## config.mk

```make
export PLATFORM = sky130hd
export DESIGN_NAME = arc_region_dec
export DESIGN_NICKNAME = d
export VERILOG_FILES = /design/src/rtl/arc_pkg.sv /design/src/rtl/arc_region_dec.sv
export SDC_FILE = /design/constraint.sdc
export NUM_CORES = 1
export LEC_CHECK = 0
export BUFFER_PORTS_ARGS = -buffer_cell sky130_fd_sc_hd__buf_2
export CAP_MARGIN = 20
export CORE_AREA = 2 2 39 41
export DETAILED_ROUTE_END_ITERATION = 8
export DIE_AREA = 0 0 41 43
export SYNTH_ARGS = -nofsm -noshare
export SYNTH_HDL_FRONTEND = slang
export SYNTH_SLANG_ARGS = --single-unit
export TNS_END_PERCENT = 30
```

## constraint.sdc

```tcl
create_clock -name vclk -period 0.87
set_clock_uncertainty 0.05 [all_clocks]
set_input_delay 0.1305 -clock vclk [all_inputs]
set_output_delay 0.1305 -clock vclk [all_outputs]
set_load 0.01 [all_outputs]
```

## src/rtl/arc_pkg.sv

```systemverilog
package arc_pkg;
  parameter int ADDR_W   = 32;
  parameter int REGION_W = 3;
  parameter int SIZE_W   = 2;
  parameter int ERR_W    = 3;

  typedef enum logic [1:0] {
    ACC_FETCH = 2'd0,
    ACC_READ  = 2'd1,
    ACC_WRITE = 2'd2,
    ACC_READ2 = 2'd3
  } acc_kind_e;

  typedef enum logic [ERR_W-1:0] {
    ERR_NONE  = 3'd0,
    ERR_ALIGN = 3'd1,
    ERR_BADAD = 3'd2,
    ERR_MISS  = 3'd3,
    ERR_PROT  = 3'd4,
    ERR_FIRST = 3'd5
  } arc_err_e;
endpackage

```

## src/rtl/arc_region_dec.sv

```systemverilog
module arc_region_dec
  import arc_pkg::*;
(
  input  logic [ADDR_W-1:0] vaddr,
  input  logic              is_fetch,
  input  logic              is_write,
  input  logic              priv,
  input  logic              xlat_en,
  output logic              region_cacheable,
  output logic              in_p1,
  output logic              do_xlat,
  output logic              sq_win,
  output logic              priv_fault
);
  localparam int TOP = ADDR_W - 1;
  localparam int RLO = ADDR_W - REGION_W;

  logic [REGION_W-1:0] region;
  logic                bypass_win;
  logic                xlat_region;

  always_comb begin
    region           = vaddr[TOP:RLO];
    region_cacheable = (region != 3'd5) && (region != 3'd7);
    in_p1            = (region == 3'd4);
    xlat_region      = (region <= 3'd3) || (region == 3'd6);
    bypass_win       = (vaddr[TOP:ADDR_W-6] == 6'b011111);
    do_xlat          = xlat_en && xlat_region && !bypass_win;
    sq_win           = is_write && (vaddr[TOP:ADDR_W-6] == 6'b111000);
    if (is_fetch) priv_fault = priv && (region == 3'd7);
    else          priv_fault = !priv && vaddr[TOP];
  end
endmodule

```

==> results.ini <==
[outcome]
status=finished, final reports clean

[hold_path]
holdCritPathClass=in2out
worstHoldStart=vaddr[27]
worstHoldEndpoint=sq_win
hold_depth=3

[floorplanning]
initial_core_util=0.05244
die_x_microns=41
core_sq_mm=0.001384
die_y_microns=43
ioPinCount=41
die_area_sq_mm=0.001763
rows=14

[cells_and_area]
regArea_sq_um=0
n_antenna_cell=0
drive_above_1_share=0.6800
syn2layout_area_growth_pct=205.2
fin_nets=63
clock_buffers=0
design.seq.count=0

[setup_path]
critPathBufInv=2
crit_fanout=2
cp_data_required_time_ns=0.69
worstSetupPathType=in2out
crit_slowest_cell=and4_1
startpoint_type=input pin
crit_family=buffers and inverters
crit_arrival_ns=0.69
endpoint_kind=output port
slowest_delay_ns=0.18
path_cells=buf_6 > and4_1 > o21a_1 > buf_2

[global_routing]
overflow=0
first_global_vias=126
gr-usage-all-layers=0.03696
grt_start_max_net_pins=6
grt_pass1_wl_microns=476
antenna_found_initial=0

[logic_synthesis]
yosys.area_share.simple=0.6724
synth.top_cell.area_share=0.2069
ys_seq_area_frac=0
netlist_area_sq_um=72.57
avgSynthCellArea_sq_um=7.257
synth_compound_area_frac=0.3276
synth.distinct_cells=9
synthXorXnorAreaFrac=0
yosys-top-cells-area=o21a_1 21%, nor4_2 17%, a41oi_1 12%, and4_1 12%, nor3b_1 10%
yosys.area.top_type=o21a_1
synthCells=10
synth_top_family_by_area=simple AND/OR/NAND/NOR gates
synthMuxAreaShare=0
yosys_warnings=0
syn_nets=46
yosysMostFrequentCell=o21a_1
synth_adder_area_share=0

[timing]
worst_slew_pin_slew_ns=0.1869
rsz0062_at_grt=yes
setup_tns_ns=0
hold_violations=0
setup_viol=0
fin_crit_sh=0.9986
maxSlewHeadroom=0.8744
fmax_mhz=1151
finalCriticalPeriod_ns=0.8687
slew_violations=0

[power]
p_clk_frac=0
p_sw_frac=0.3773
pwr-share-seq=0
ir_drop_mv=0.06186
finalPower_mw=0.08659
powerDensity_mw_per_mm2=391.0
power.internal_mw=0.05392
p_leak_nw=0.09723
p_sw_mw=0.03267
combPwrFrac=1.000

[detailed_routing]
dr_total_vias=149
post_drt_via_cell_ratio=3.634
drt-total-wl_microns=391
drt-pass1-iter-count=1
routedWlPerCell_microns=9.537
drt_iter0_markers=0
drc=0
postRouteAntennaNets=0

[placed_design]
routabilityCongestion=0.5149
portBuffers=15

[clock_tree]
post_cts_buffers=0
cts_hold_buf=0

[flow_run]
drv_cap=0

[area by class of cell]
cell class	instances	area, sq um
Fill cell	157	1162
Timing Repair Buffer	15	121.4
Multi-Input combinational cell	10	80.08
Tap cell	16	20.02
[what timing repair did]
item | CTS | global route
pin swaps | 4 | 2
endpoints found under the setup margin | 2 | 3
gates resized for setup | 6 | 6
[cell families (layout without fill, tap and decap cells)]
group / after synthesis / after routing
AO/OA/AOI/OAI: 3 / 3
AND/OR/NAND/NOR: 7 / 7
buffers and inverters: 0 / 15
[metrics by stage]
| stage | cell area (sq um) | hold slack (ns) | utilization | worst slack [ns] | cells |
|---|---|---|---|---|---|
| after detailed placement | 167.7 | 0.4767 | 0.1212 | -0.03835 | 41 |
| after global placement | 167.7 | 0.4720 | 0.1212 | -0.03088 | 41 |
| after floorplan | 72.57 | 0.2448 | - | 0.1791 | 10 |
| final | 221.5 | 0.4512 | 0.1600 | 0.001260 | 41 |
| after CTS | 196.4 | 0.4651 | 0.1420 | -0.0004526 | 41 |
| after global routing | 221.5 | 0.4557 | 0.1600 | -0.04428 | 41 |
[worst min-delay path, cell delays in order]
cell and delay (ns):
buf_6 0.08, nor4_2 0.03, buf_2 0.13
[worst max-delay path by stage]
stage	start	to	cells after the start
2_1_floorplan	is_fetch	priv_fault	2
5_1_grt	vaddr[28]	do_xlat	4
3_5_place_dp	vaddr[29]	priv_fault	4
6_report	is_fetch	priv_fault	4
3_3_place_gp	vaddr[29]	priv_fault	4
4_1_cts	is_fetch	priv_fault	4
[cells in the final DEF (no fill, tap or decap)]
cell type  synthesis  routed
nor2b_1            1       1
buf_6              0       7
nand4_1            1       1
buf_2              0       7
nand2_1            1       1
buf_4              0       1
and4_1             1       1
nor3b_1            1       1
a41oi_2            0       1
nor2_1             1       1
nor4_2             1       1
o21a_1             2       2
[per-layer routing]
metal / share of wire / global-route usage
met1: 0.36 / 0.03797
met2: 0.36 / 0.06250
met3: 0.28 / 0.02618
met4: 0 / 0
met5: 0 / 0
[power groups by stage]
| stage | combinational (mW) | sequential [mW] | clock (mW) |
|---|---|---|---|
| CTS | 0.0750 | 0 | 0 |
| global placement | 0.0614 | 0 | 0 |
| finish | 0.0866 | 0 | 0 |
| detailed placement | 0.0619 | 0 | 0 |
| floorplan | 0.0200 | 0 | 0 |
| global route | 0.0950 | 0 | 0 |
Power figures use the tool's default switching activity.
